`src/rtl/pps_pkg.sv`:
```
package pps_pkg;
  typedef enum logic [1:0] {
    PH_IDLE   = 2'd0,
    PH_PACKET = 2'd1,
    PH_STATUS = 2'd2
  } phase_e;
endpackage

```
`src/rtl/pps_capture_reg.sv`:
```
// Holding register loaded on a strobe; used for the command and status words.
module pps_capture_reg #(
  parameter int W = 8
) (
  input  logic         clk,
  input  logic         rst,
  input  logic         load,
  input  logic [W-1:0] d,
  output logic [W-1:0] q
);
  always_ff @(posedge clk) begin
    if (rst)       q <= '0;
    else if (load) q <= d;
  end
endmodule

```
`src/rtl/pps_beat_fifo.sv`:
```
// Small beat buffer; storage has no reset so it maps onto distributed RAM.
module pps_beat_fifo #(
  parameter int W     = 9,
  parameter int DEPTH = 4
) (
  input  logic         clk,
  input  logic         rst,
  input  logic         push,
  input  logic [W-1:0] push_data,
  input  logic         pop,
  output logic [W-1:0] pop_data,
  output logic         full,
  output logic         empty
);
  localparam int AW = (DEPTH > 1) ? $clog2(DEPTH) : 1;
  localparam int CW = $clog2(DEPTH + 1);
  localparam logic [AW-1:0] LAST_IDX = AW'(DEPTH - 1);
  localparam logic [CW-1:0] FULL_CNT = CW'(DEPTH);

  logic [W-1:0]  mem [DEPTH];
  logic [AW-1:0] wr_ptr, rd_ptr;
  logic [CW-1:0] cnt;

  function automatic logic [AW-1:0] nxt(input logic [AW-1:0] p);
    return (p == LAST_IDX) ? '0 : p + AW'(1);
  endfunction

  always_ff @(posedge clk) begin
    if (push) mem[wr_ptr] <= push_data;
  end

  always_ff @(posedge clk) begin
    if (rst) begin
      wr_ptr <= '0;
      rd_ptr <= '0;
      cnt    <= '0;
    end else begin
      if (push) wr_ptr <= nxt(wr_ptr);
      if (pop)  rd_ptr <= nxt(rd_ptr);
      case ({push, pop})
        2'b10:   cnt <= cnt + CW'(1);
        2'b01:   cnt <= cnt - CW'(1);
        default: cnt <= cnt;
      endcase
    end
  end

  assign pop_data = mem[rd_ptr];
  assign full     = (cnt == FULL_CNT);
  assign empty    = (cnt == '0);
endmodule

```
`src/rtl/pps_ctrl.sv`:
```
// Phase sequencer: idle -> packet (command, then data) -> status -> idle/packet.
module pps_ctrl
  import pps_pkg::*;
(
  input  logic clk,
  input  logic rst,
  input  logic pkt_pending,
  input  logic multi_mode,
  input  logic cmd_we,
  input  logic src_vld,
  input  logic src_last,
  input  logic snk_rdy,
  input  logic head_last,
  input  logic fifo_full,
  input  logic fifo_empty,
  input  logic stat_ack,
  output logic frame,
  output logic stat_req,
  output logic src_rdy,
  output logic snk_vld,
  output logic push,
  output logic pop,
  output logic cmd_load,
  output logic stat_load,
  output logic proto_err
);
  phase_e state_q, state_d;
  logic   cmd_seen_q, last_in_q;
  logic   in_pkt, in_stat, xfer_en, last_out, cmd_bad, enter_pkt;

  assign in_pkt   = (state_q == PH_PACKET);
  assign in_stat  = (state_q == PH_STATUS);
  assign xfer_en  = in_pkt && cmd_seen_q;
  assign src_rdy  = xfer_en && !last_in_q && !fifo_full;
  assign snk_vld  = xfer_en && !fifo_empty;
  assign push     = src_vld && src_rdy;
  assign pop      = snk_vld && snk_rdy;
  assign last_out = pop && head_last;
  assign cmd_load = cmd_we && in_pkt && !cmd_seen_q;
  assign cmd_bad  = cmd_we && ((in_pkt && cmd_seen_q) || in_stat);
  assign stat_load = in_pkt && last_out;

  always_comb begin
    state_d = state_q;
    case (state_q)
      PH_IDLE:   if (pkt_pending) state_d = PH_PACKET;
      PH_PACKET: if (last_out)    state_d = PH_STATUS;
      PH_STATUS: if (stat_ack)    state_d = (multi_mode && pkt_pending) ? PH_PACKET : PH_IDLE;
      default:                    state_d = PH_IDLE;
    endcase
  end

  assign enter_pkt = (state_d == PH_PACKET) && !in_pkt;

  always_ff @(posedge clk) begin
    if (rst) begin
      state_q    <= PH_IDLE;
      frame      <= 1'b0;
      stat_req   <= 1'b0;
      cmd_seen_q <= 1'b0;
      last_in_q  <= 1'b0;
      proto_err  <= 1'b0;
    end else begin
      state_q   <= state_d;
      frame     <= (state_d == PH_PACKET);
      stat_req  <= (state_d == PH_STATUS);
      proto_err <= cmd_bad;
      if (enter_pkt) begin
        cmd_seen_q <= 1'b0;
        last_in_q  <= 1'b0;
      end else begin
        if (cmd_load)           cmd_seen_q <= 1'b1;
        if (push && src_last)   last_in_q  <= 1'b1;
      end
    end
  end
endmodule

```
`src/rtl/pkt_phase_seq.sv`:
```
module pkt_phase_seq #(
  parameter int DATA_W     = 8,
  parameter int CMD_W      = 8,
  parameter int STAT_W     = 8,
  parameter int FIFO_DEPTH = 4
) (
  input  logic              clk,
  input  logic              rst,
  input  logic              pkt_pending,
  input  logic              multi_mode,
  output logic              frame,
  input  logic              cmd_we,
  input  logic [CMD_W-1:0]  cmd_data,
  output logic [CMD_W-1:0]  cmd_out,
  input  logic              src_vld,
  input  logic [DATA_W-1:0] src_data,
  input  logic              src_last,
  output logic              src_rdy,
  output logic              snk_vld,
  output logic [DATA_W-1:0] snk_data,
  output logic              snk_last,
  input  logic              snk_rdy,
  input  logic [STAT_W-1:0] stat_in,
  output logic              stat_req,
  output logic [STAT_W-1:0] stat_word,
  input  logic              stat_ack,
  output logic              proto_err
);
  localparam int BEAT_W = DATA_W + 1;

  logic push, pop, fifo_full, fifo_empty, cmd_load, stat_load;
  logic [BEAT_W-1:0] head;

  pps_ctrl i_ctrl (
    .clk        (clk),
    .rst        (rst),
    .pkt_pending(pkt_pending),
    .multi_mode (multi_mode),
    .cmd_we     (cmd_we),
    .src_vld    (src_vld),
    .src_last   (src_last),
    .snk_rdy    (snk_rdy),
    .head_last  (head[DATA_W]),
    .fifo_full  (fifo_full),
    .fifo_empty (fifo_empty),
    .stat_ack   (stat_ack),
    .frame      (frame),
    .stat_req   (stat_req),
    .src_rdy    (src_rdy),
    .snk_vld    (snk_vld),
    .push       (push),
    .pop        (pop),
    .cmd_load   (cmd_load),
    .stat_load  (stat_load),
    .proto_err  (proto_err)
  );

  pps_beat_fifo #(.W(BEAT_W), .DEPTH(FIFO_DEPTH)) i_fifo (
    .clk      (clk),
    .rst      (rst),
    .push     (push),
    .push_data({src_last, src_data}),
    .pop      (pop),
    .pop_data (head),
    .full     (fifo_full),
    .empty    (fifo_empty)
  );

  pps_capture_reg #(.W(CMD_W)) i_cmd_reg (
    .clk (clk),
    .rst (rst),
    .load(cmd_load),
    .d   (cmd_data),
    .q   (cmd_out)
  );

  pps_capture_reg #(.W(STAT_W)) i_stat_reg (
    .clk (clk),
    .rst (rst),
    .load(stat_load),
    .d   (stat_in),
    .q   (stat_word)
  );

  assign snk_data = head[DATA_W-1:0];
  assign snk_last = head[DATA_W];
endmodule

```
`config.mk`:
```
export PLATFORM = sky130hd
export DESIGN_NAME = pkt_phase_seq
export DESIGN_NICKNAME = d
export VERILOG_FILES = /design/src/rtl/pps_pkg.sv /design/src/rtl/pps_capture_reg.sv /design/src/rtl/pps_beat_fifo.sv /design/src/rtl/pps_ctrl.sv /design/src/rtl/pkt_phase_seq.sv
export SDC_FILE = /design/constraint.sdc
export NUM_CORES = 1
export LEC_CHECK = 0
export BUFFER_PORTS_ARGS = -buffer_cell sky130_fd_sc_hd__buf_2
export CORE_MARGIN = 3
export CORE_UTILIZATION = 30
export CTS_BUF_LIST = sky130_fd_sc_hd__clkbuf_8 sky130_fd_sc_hd__clkbuf_16
export CTS_CLUSTER_SIZE = 25
export DETAILED_ROUTE_END_ITERATION = 10
export HOLD_SLACK_MARGIN = 0.08
export SYNTH_ARGS = -nofsm -noshare
export SYNTH_HDL_FRONTEND = slang
export SYNTH_SLANG_ARGS = --single-unit
```
`constraint.sdc`:
```
create_clock -name clk -period 2.7 [get_ports clk]
set_clock_uncertainty 0.15 [all_clocks]
set_input_delay 0.54 -clock clk [delete_from_list [all_inputs] [get_ports clk]]
set_output_delay 0.54 -clock clk [all_outputs]
set_load 0.05 [all_outputs]
```
==> results of run 1 <==
sequential cells by signal, indices dropped and copies added, names as in the netlist, 2 cells and up, named ones only:
name	cells
i_fifo.mem	36
i_cmd_reg.q	8
i_stat_reg.q	8
i_fifo.cnt	3
i_ctrl.state_q	2
i_fifo.rd_ptr	2
i_fifo.wr_ptr	2
synth_stat cells (all sizes together):
| cell type | instances |
|---|---|
| or3 | 2 |
| o31ai | 2 |
| nand3 | 1 |
| a31oi | 1 |
| and2 | 4 |
| nor4b | 1 |
| nor2 | 14 |
| mux2 | 1 |
| a41oi | 1 |
| buf | 5 |
| ha | 6 |
| nand3b | 1 |
| and3 | 1 |
| nand2b | 1 |
| fa | 1 |
| a21oi | 5 |
| xor2 | 2 |
| nor4bb | 1 |
| dfxtp | 32 |
| edfxtp | 36 |
| inv | 9 |
| or3b | 1 |
| nand4 | 2 |
| clkbuf | 4 |
| and3b | 1 |
| and4 | 1 |
| o2bb2ai | 2 |
| mux2i | 17 |
| o21a | 2 |
| nand2 | 19 |
| mux4 | 9 |
| nor3 | 7 |
| nor3b | 1 |
| o21ai | 2 |
worst paths after layout:
kind	startpoint	cells past startpoint	to
max	flop	2	snk_data[3]
max reg2reg	i_ctrl.state_q[0]	8	i_fifo.cnt[2]
min	src_data[0]	1	i_fifo.mem[2][0]
min reg2reg	i_stat_reg.q[4]	2	i_stat_reg.q[4]
power groups by stage:
stage	Combinational, W	Clock (W)	Sequential [W]
6_report	0.000120	0.00111	0.00111
5_1_grt	0.000132	0.00119	0.00111
4_1_cts	0.000122	0.00115	0.00111
3_5_place_dp	0.000122	0	0.00113
3_3_place_gp	0.000120	0	0.00113
2_1_floorplan	0.0000456	0	0.00116
through the flow:
stage          util, %  instances  hold WS, ns  cell area, um^2
6_report          38.7        374        0.260             3410
5_1_grt           38.7        374        0.245             3410
4_1_cts           38.7        374        0.243             3410
3_5_place_dp      35.7        358        0.295             3140
3_3_place_gp      35.7        358        0.290             3140
2_1_floorplan        -        195        0.316             2740
kinds of logic (layout without fill, tap and decap cells):
kind of cell / after synthesis / count (layout)
buffers and inverters: 18 / 89
xor gates and xnor gates: 2 / 2
muxes: 27 / 27
and+or+nand+nor: 58 / 58
AOI/OAI and AO/OA: 15 / 15
adders and majority gates: 7 / 7
DFF: 68 / 68
layer usage:
metal,share of wire (%),routed length (um),GRT usage (%)
met4,1.0,51,3.68
met1,45,2250,12.2
met3,7.4,369,4.96
met2,46,2300,15.9
met5,0,0,0
critical path, stage by stage (launching register included):
cell     delay [ns]
dfxtp_1        0.66
mux4_1         0.65
buf_2          0.23
area by class of cell:
| class | count | area [um^2] |
|---|---|---|
| clock buffers | 9 | 124 |
| flip-flops and latches | 68 | 1720 |
| multi-input cells | 109 | 926 |
| inverters | 9 | 33.8 |
| repair buffers | 64 | 325 |
| well taps | 108 | 135 |
| fillers | 850 | 5390 |
| clock inverters | 7 | 146 |
placed cells by master, fill, tap and decap left out, types with 2 or more instances in the layout:
cell type,instances
buf_2,62
edfxtp_1,36
dfxtp_1,32
nand2_1,19
mux2i_1,17
nor2_1,14
inv_1,9
clkbuf_8,9
mux4_1,8
nor3_1,7
ha_1,6
a21oi_1,5
and2_1,4
bufinv_16,4
or3_1,2
nand4_1,2
o31ai_1,2
xor2_1,2
o21ai_0,2
o21a_1,2
o2bb2ai_1,2
clkinv_4,2
buf_4,2
==> impl_metrics.json, run 1 <==
{
  "synth_compound_area_share_pct": 3.57,
  "setup_slack_ns": 0.125,
  "yosys.area_share.xor_xnor_pct": 0.640,
  "vias": 1704,
  "start_util_pct": 31.1,
  "maxCapViolations": 0,
  "netlist_area_um2": 2740,
  "clk_latency_ns": 0.34,
  "required_ns": 2.01,
  "vdd_drop_max_v": 0.000244,
  "power.net_switching_w": 0.000482,
  "n_antenna_cell": 0,
  "p_leak_nw": 1.31,
  "io_buffers": 62,
  "yosysUniqueCellTypes": 38,
  "syn2layout_area_growth_pct": 24.7,
  "synth-simple-area-share_pct": 10.8,
  "p_int_w": 0.00185,
  "drtIter0Drc": 38,
  "synth_warnings": 0,
  "synth_nets": 235,
  "die_area_um2": 10300,
  "htree_num_levels": 3,
  "die_y_um": 102,
  "ys_ff_latch": 68,
  "setup_violations": 0,
  "grt_pass1_wl_um": 7830,
  "grt_max_degree": 25,
  "hold_viol": 0,
  "r2r_setup_slack_ns": 0.29,
  "antenna_left": 0,
  "cts_tree": "built",
  "status": "finished, final reports clean",
  "cts.sink_count": 68,
  "fin_total_pwr_w": 0.00234,
  "drc": 0,
  "synth-adder-area-share_pct": 3.48,
  "fin_setup_tns_ns": 0,
  "rows": 34,
  "routed_via_density": 4.56,
  "syn_inst": 195,
  "grt_pass1_vias": 1638,
  "p_per_area_nw_per_um2": 685,
  "synth_top_cell_area_share_pct": 39.5,
  "wire_per_inst_um": 13.3,
  "worstSetupPathType": "reg -> out",
  "cp.arrival_ns": 1.88,
  "grt_overflow": 0,
  "routabilityCongestion": 0.762,
  "cts_hold_buf": 0,
  "ios": 63,
  "syn_area_per_cell_um2": 14.0,
  "synth.mux.area_fraction_pct": 15.1,
  "drt-total-wl_um": 4970,
  "postCtsSetupBuffers": 0,
  "drtPass1Iterations": 4,
  "preCtsSetupSlack_ns": 0.271,
  "path_max_fanout": 9,
  "period_needed_ns": 2.57,
  "seqPwrFrac_pct": 47.3,
  "switching_share_pct": 20.6,
  "ys_seq_area_share_pct": 62.9,
  "finalMaxSlewViolations": 0,
  "startpoint_type": "flop",
  "rsz0062_at_grt": "false",
  "end_kind": "output pin",
  "grt_usage_pct": 10.2,
  "clock_power_share_pct": 47.5,
  "relSlewSlack_pct": 54.7,
  "hold_class": "in -> reg",
  "fin_crit_sh_pct": 95.4,
  "dieWidth_um": 102,
  "pwr-share-comb_pct": 5.1,
  "clkTransAtPathRegs_ns": 0.08,
  "synthTopCellsByArea": "edfxtp_1 (40%), dfxtp_1 (23%), mux4_1 (7.7%)",
  "layout-drive-gt1-share_pct": 32.3,
  "root_buffer": "clkbuf_8",
  "dp_hpwl_um": 3390,
  "max_freq_ghz": 0.388,
  "synth_top_area_cell": "edfxtp_1",
  "worst_pin_slew_ns": 0.678,
  "nNetsFinal": 301,
  "grt_antenna_before_repair": 0,
  "synth_top_family_by_area": "multiplexers",
  "clockBufferDepth": 2,
  "coreArea_um2": 8810,
  "post_cts_resized": 0,
  "cts_buffers": 9
}
No activity file was read; power rests on OpenSTA's default activity.
==> inputs of run 2 (changes only) <==
--- a/config.mk
+++ b/config.mk
@@ -5,13 +5,16 @@
 export SDC_FILE = /design/constraint.sdc
 export NUM_CORES = 1
 export LEC_CHECK = 0
+export ABC_AREA = 1
 export BUFFER_PORTS_ARGS = -buffer_cell sky130_fd_sc_hd__buf_2
 export CORE_MARGIN = 3
 export CORE_UTILIZATION = 30
 export CTS_BUF_LIST = sky130_fd_sc_hd__clkbuf_8 sky130_fd_sc_hd__clkbuf_16
 export CTS_CLUSTER_SIZE = 25
 export DETAILED_ROUTE_END_ITERATION = 10
+export GPL_ROUTABILITY_DRIVEN = 0
 export HOLD_SLACK_MARGIN = 0.08
 export SYNTH_ARGS = -nofsm -noshare
 export SYNTH_HDL_FRONTEND = slang
+export SYNTH_HIERARCHICAL = 1
 export SYNTH_SLANG_ARGS = --single-unit
==> impl_metrics.json, run 2 <==
{
  "status": "finished, final reports clean",
  "n_antenna_cell": 0,
  "yosysMostFrequentCell": "nor2_1",
  "ys_seq_area_share_pct": 59.4,
  "p_per_area_nw_per_um2": 613,
  "coreArea_um2": 9330,
  "antenna_left": 0,
  "cts_tree": "built",
  "grt_antenna_before_repair": 0,
  "vias": 2003,
  "start_util_pct": 31.1,
  "hold_class": "in -> reg",
  "hold_ws_ns": 0.268,
  "wire_per_inst_um": 11.6,
  "critPathMaxStageDelay_ns": 0.56,
  "fill_cells": 958,
  "yosysUniqueCellTypes": 26,
  "p_leak_nw": 1.52,
  "path_max_fanout": 10,
  "relSlewSlack_pct": 69.3,
  "layout-drive-gt1-share_pct": 31.6,
  "drt-total-wl_um": 5680,
  "fin_cells": 490,
  "setup_violations": 0,
  "clk_latency_ns": 0.33,
  "synth_common_cells": "nor2_1 (46), nand2_1 (45), inv_1 (38)",
  "largest-register": "i_fifo/mem",
  "crit_buf_inv": 1,
  "syn_inst": 287,
  "maxCapViolations": 0,
  "syn_area_per_cell_um2": 10.1,
  "worstSetupPathType": "reg -> out",
  "syn2layout_area_growth_pct": 21.7,
  "drc": 0,
  "vdd_drop_max_v": 0.000274,
  "period_needed_ns": 2.36,
  "largest_reg_flops": 36,
  "grt_max_degree": 20,
  "dp.cells": 474,
  "die_y_um": 104,
  "routed_via_density": 4.09,
  "largestRegisters": "i_fifo/mem: 36 flops, i_cmd_reg/q: 8 flops, i_stat_reg/q: 8 flops",
  "worst_pin_slew_ns": 0.460,
  "cts.sink_count": 68,
  "dieWidth_um": 104,
  "synth_top_area_cell": "edfxtp_1",
  "r2r_setup_slack_ns": 0.48,
  "drtPass1Iterations": 4,
  "fin_crit_sh_pct": 87.4,
  "synthTopCellsByArea": "edfxtp_1 (37%), dfxtp_1 (22%), nor2_1 (6.0%)",
  "rows": 35,
  "dp_hpwl_um": 4000,
  "post_cts_resized": 0,
  "ios": 63,
  "fin_setup_tns_ns": 0,
  "die_area_um2": 10900,
  "clockBufferDepth": 2,
  "synth_nets": 327,
  "hold_viol": 0,
  "final_common_cell": "buf_2",
  "htree_num_levels": 3,
  "cts_hold_buf": 0,
  "cp.arrival_ns": 1.67,
  "cp_slowest_cell": "dfxtp_1",
  "critPathTopFamily": "flip-flops",
  "drtIter0Drc": 87,
  "required_ns": 2.01,
  "synth_ff_type": "edfxtp_1",
  "postCtsSetupBuffers": 0,
  "grt_overflow": 0,
  "path_cells": "o21ai_0, o22ai_2, buf_2",
  "grt_pass1_vias": 1992,
  "netlist_area_um2": 2900,
  "seqCellArea_um2": 1720,
  "cts_buffers": 9,
  "startpoint_type": "flop",
  "finalMaxSlewViolations": 0,
  "io_buffers": 62,
  "clkTransAtPathRegs_ns": 0.08,
  "ys_ff_latch": 68,
  "nNetsFinal": 396,
  "async_flop_share_pct": 0,
  "grt_pass1_wl_um": 9660,
  "final_cell_mix": "buf_2 (62), nor2_1 (46), nand2_1 (45), inv_1 (38), edfxtp_1 (36)",
  "synth_edf_count": 36,
  "multi_input_area_um2": 926,
  "grt_usage_pct": 11.1,
  "rsz0062_at_grt": "false",
  "root_buffer": "clkbuf_8",
  "max_freq_ghz": 0.424,
  "synth_top_cell_area_share_pct": 37.3,
  "synth_warnings": 6,
  "end_kind": "output pin"
}
run 2: changes by cell type in the layout (fill, tap and decap cells not counted), moves of 3 or more:
cell     before  now
inv_2         0    3
nor2_2        0   12
mux2i_1      17    0
o22ai_2       0    9
inv_1         9   38
nor2_1       14   46
nor3_1        7    4
o21ai_0       2   20
and2_1        4    0
a21oi_1       5   11
nand2_1      19   45
mux4_1        8    0
run 2: final cells by class:
| cell class | count | share of cell area, % |
|---|---|---|
| clock buffer | 9 | 3.51 |
| clock inverter | 7 | 2.80 |
| inverter | 42 | 4.68 |
| multi-input combinational | 170 | 26.2 |
| sequential | 68 | 48.8 |
| tap | 129 | 4.57 |
| timing repair buffer | 65 | 9.43 |
run 2: cells by family (layout without fill, tap and decap cells):
logic type	after synthesis	count (layout)	share of synthesized area, %
AO/OA/AOI/OAI	43	43	10.1
adder cells (fa/ha/maj)	7	7	3.28
buffers and inverters	49	123	8.71
flip-flops	68	68	59.4
AND/OR/NAND/NOR	120	120	18.5
run 2: per-stage QoR:
step	setup WS (ns)	utilization (%)	power, W	cell area (um^2)
floorplan	0.508	-	0.00121	2900
global placement	0.492	35.5	0.00125	3310
detailed placement	0.452	35.5	0.00126	3310
CTS	0.301	37.8	0.00220	3530
global route	0.186	37.8	0.00226	3530
finish	0.340	37.8	0.00216	3530
run 2: worst paths after layout:
check / start / end / depth (start not counted)
setup / recovery: flop / snk_last / 3
hold / removal: src_data[1] / i_fifo/mem[3][1] / 1
setup reg to reg: i_fifo/cnt[2] / i_fifo/cnt[1] / 10
hold reg to reg: i_ctrl/last_in_q / i_ctrl/last_in_q / 2
run 2: power by group:
group	internal, W	leakage (nW)	switching (W)
clock network	0.000526	0.106	0.000406
registers	0.00110	0.583	0.00000742
logic	0.0000414	0.834	0.0000853
total	0.00167	1.52	0.000499
run 2: layer usage:
layer / vias to the layer above / GRT usage (%) / part of all wire, %
met5: - / 0 / 0
met4: 0 / 2.28 / 0.62
met3: 7 / 4.47 / 6.0
met2: 51 / 17.7 / 46
met1: 883 / 14.2 / 48
li1: 1062 / - / -
==> inputs of run 3 (changes only) <==
--- a/config.mk
+++ b/config.mk
@@ -6,12 +6,13 @@
 export NUM_CORES = 1
 export LEC_CHECK = 0
 export ABC_AREA = 1
-export BUFFER_PORTS_ARGS = -buffer_cell sky130_fd_sc_hd__buf_2
+export CAP_MARGIN = 10
 export CORE_MARGIN = 3
-export CORE_UTILIZATION = 30
+export CORE_UTILIZATION = 46
 export CTS_BUF_LIST = sky130_fd_sc_hd__clkbuf_8 sky130_fd_sc_hd__clkbuf_16
 export CTS_CLUSTER_SIZE = 25
 export DETAILED_ROUTE_END_ITERATION = 10
+export DONT_BUFFER_PORTS = 1
 export GPL_ROUTABILITY_DRIVEN = 0
 export HOLD_SLACK_MARGIN = 0.08
 export SYNTH_ARGS = -nofsm -noshare
==> impl_metrics.json, run 3 (synthesis results as in run 2) <==
{
  "status": "finished, final reports clean",
  "setup_violations": 0,
  "die_y_um": 85.4,
  "dr_wl_met2_um": 2370,
  "largest-register": "i_fifo/mem",
  "hold_ws_ns": 0.110,
  "worstSetupPathType": "reg -> out",
  "io_buffers": 0,
  "finalMaxSlewViolations": 0,
  "hold_viol": 0,
  "r2r_cells": 15,
  "rr_startpoint": "i_fifo/cnt[2]",
  "p_per_area_nw_per_um2": 641,
  "cp.arrival_ns": 1.74,
  "postCtsSetupBuffers": 0,
  "routed_via_density": 4.82,
  "relSlewSlack_pct": 59.9,
  "final_common_cell": "nor2_1",
  "start_util_pct": 48.1,
  "ios": 63,
  "met3_length_um": 357,
  "grt_overflow": 0,
  "htree_num_levels": 3,
  "clkTransAtPathRegs_ns": 0.07,
  "drtIter0Drc": 54,
  "grt_pass1_wl_um": 8170,
  "die_area_um2": 7290,
  "post_cts_resized": 0,
  "antenna_left": 0,
  "p_leak_nw": 1.29,
  "grt_pass1_vias": 1789,
  "cp_slowest_cell": "dfxtp_1",
  "period_needed_ns": 2.43,
  "root_buffer": "clkbuf_8",
  "grt_usage_pct": 14.8,
  "dp_hpwl_um": 3480,
  "drc": 0,
  "syn2layout_area_growth_pct": 10.0,
  "final_cell_mix": "nor2_1 (46), nand2_1 (45), inv_1 (38), edfxtp_1 (36), dfxtp_1 (32)",
  "wire_per_inst_um": 13.1,
  "drt-total-wl_um": 5010,
  "fin_crit_sh_pct": 90.0,
  "r2r_setup_slack_ns": 0.51,
  "layout-drive-gt1-share_pct": 19.3,
  "nNetsFinal": 341,
  "fin_setup_tns_ns": 0,
  "clk_latency_ns": 0.34,
  "rows": 28,
  "largestRegisters": "i_fifo/mem: 36 flops, i_cmd_reg/q: 8 flops, i_stat_reg/q: 8 flops",
  "end_kind": "output pin",
  "crit_end": "snk_data[6]",
  "m1WireLength_um": 2220,
  "cts_buffers": 9,
  "hold_class": "in -> reg",
  "n_antenna_cell": 0,
  "cts_hold_buf": 0,
  "critPathMaxStageDelay_ns": 0.65,
  "drtPass1Iterations": 4,
  "grt_antenna_before_repair": 0,
  "r2r_end": "i_fifo/cnt[2]",
  "required_ns": 2.01,
  "path_cells": "buf_4, o21ai_0, o22ai_2, buf_4",
  "top_layer_used": "met4",
  "path_max_fanout": 12,
  "dieWidth_um": 85.4,
  "coreArea_um2": 6030,
  "maxCapViolations": 0,
  "cts_tree": "built",
  "rsz0062_at_grt": "false",
  "largest_reg_flops": 36,
  "grt_max_degree": 19,
  "cts.sink_count": 68,
  "clockBufferDepth": 2,
  "max_freq_ghz": 0.411,
  "hold_path_startpoint": "rst",
  "cpMostUsedCell": "buf_4",
  "vdd_drop_max_v": 0.000349,
  "vias": 1835,
  "startpoint_type": "flop",
  "worst_pin_slew_ns": 0.601
}
## run 3: cell count changes in the layout (fill, tap and decap cells not counted), moves of 2 or more
| cell | before | now |
|---|---|---|
| buf_2 | 62 | 0 |
| buf_4 | 3 | 10 |
| clkinv_2 | 0 | 3 |
| inv_6 | 2 | 0 |
## run 3: per-layer routing
metal / track usage, % / vias up
met2: 23.4 / 42
met5: 0 / -
met4: 6.47 / 0
met3: 6.60 / 6
met1: 17.4 / 829
li1: - / 958
## run 3: power by group
group	switching [W]	internal, W
clock	0.000371	0.000479
combinational	0.0000338	0.0000196
sequential	0.0000409	0.00110
## run 3: area by class of cell
cell class	instances	area, um^2
Clock buffer	10	149
Timing Repair Buffer	10	75.1
Multi-Input combinational cell	170	926
Tap cell	75	93.8
Clock inverter	6	60.1
Sequential cell	68	1720
Fill cell	562	2840
Inverter	42	165
## run 3: how the worst min path moves through the flow
stage / endpoint / depth (start not counted)
finish: i_ctrl/stat_req / 1
global route: i_ctrl/frame / 1
CTS: i_ctrl/stat_req / 1
detailed placement: i_ctrl/last_in_q / 2
global placement: i_ctrl/last_in_q / 2
floorplan: i_ctrl/last_in_q / 2
## run 3: worst max-delay path: cells and delay by family (launching register included)
family	cells	cell delay, ns
buffers and inverters	2	0.47
flip-flops	1	0.65
AO/OA/AOI/OAI	2	0.29
## run 3: through the flow
step | power [W] | worst slack [ns] | cell area [um^2] | std cells | utilization, %
6_report | 0.00204 | 0.269 | 3190 | 381 | 52.9
3_3_place_gp | 0.00122 | 0.575 | 2980 | 365 | 49.5
4_1_cts | 0.00208 | 0.230 | 3190 | 381 | 52.9
2_1_floorplan | 0.00121 | 0.508 | 2900 | 287 | -
3_5_place_dp | 0.00122 | 0.528 | 2980 | 365 | 49.5
5_1_grt | 0.00213 | 0.127 | 3190 | 381 | 52.9
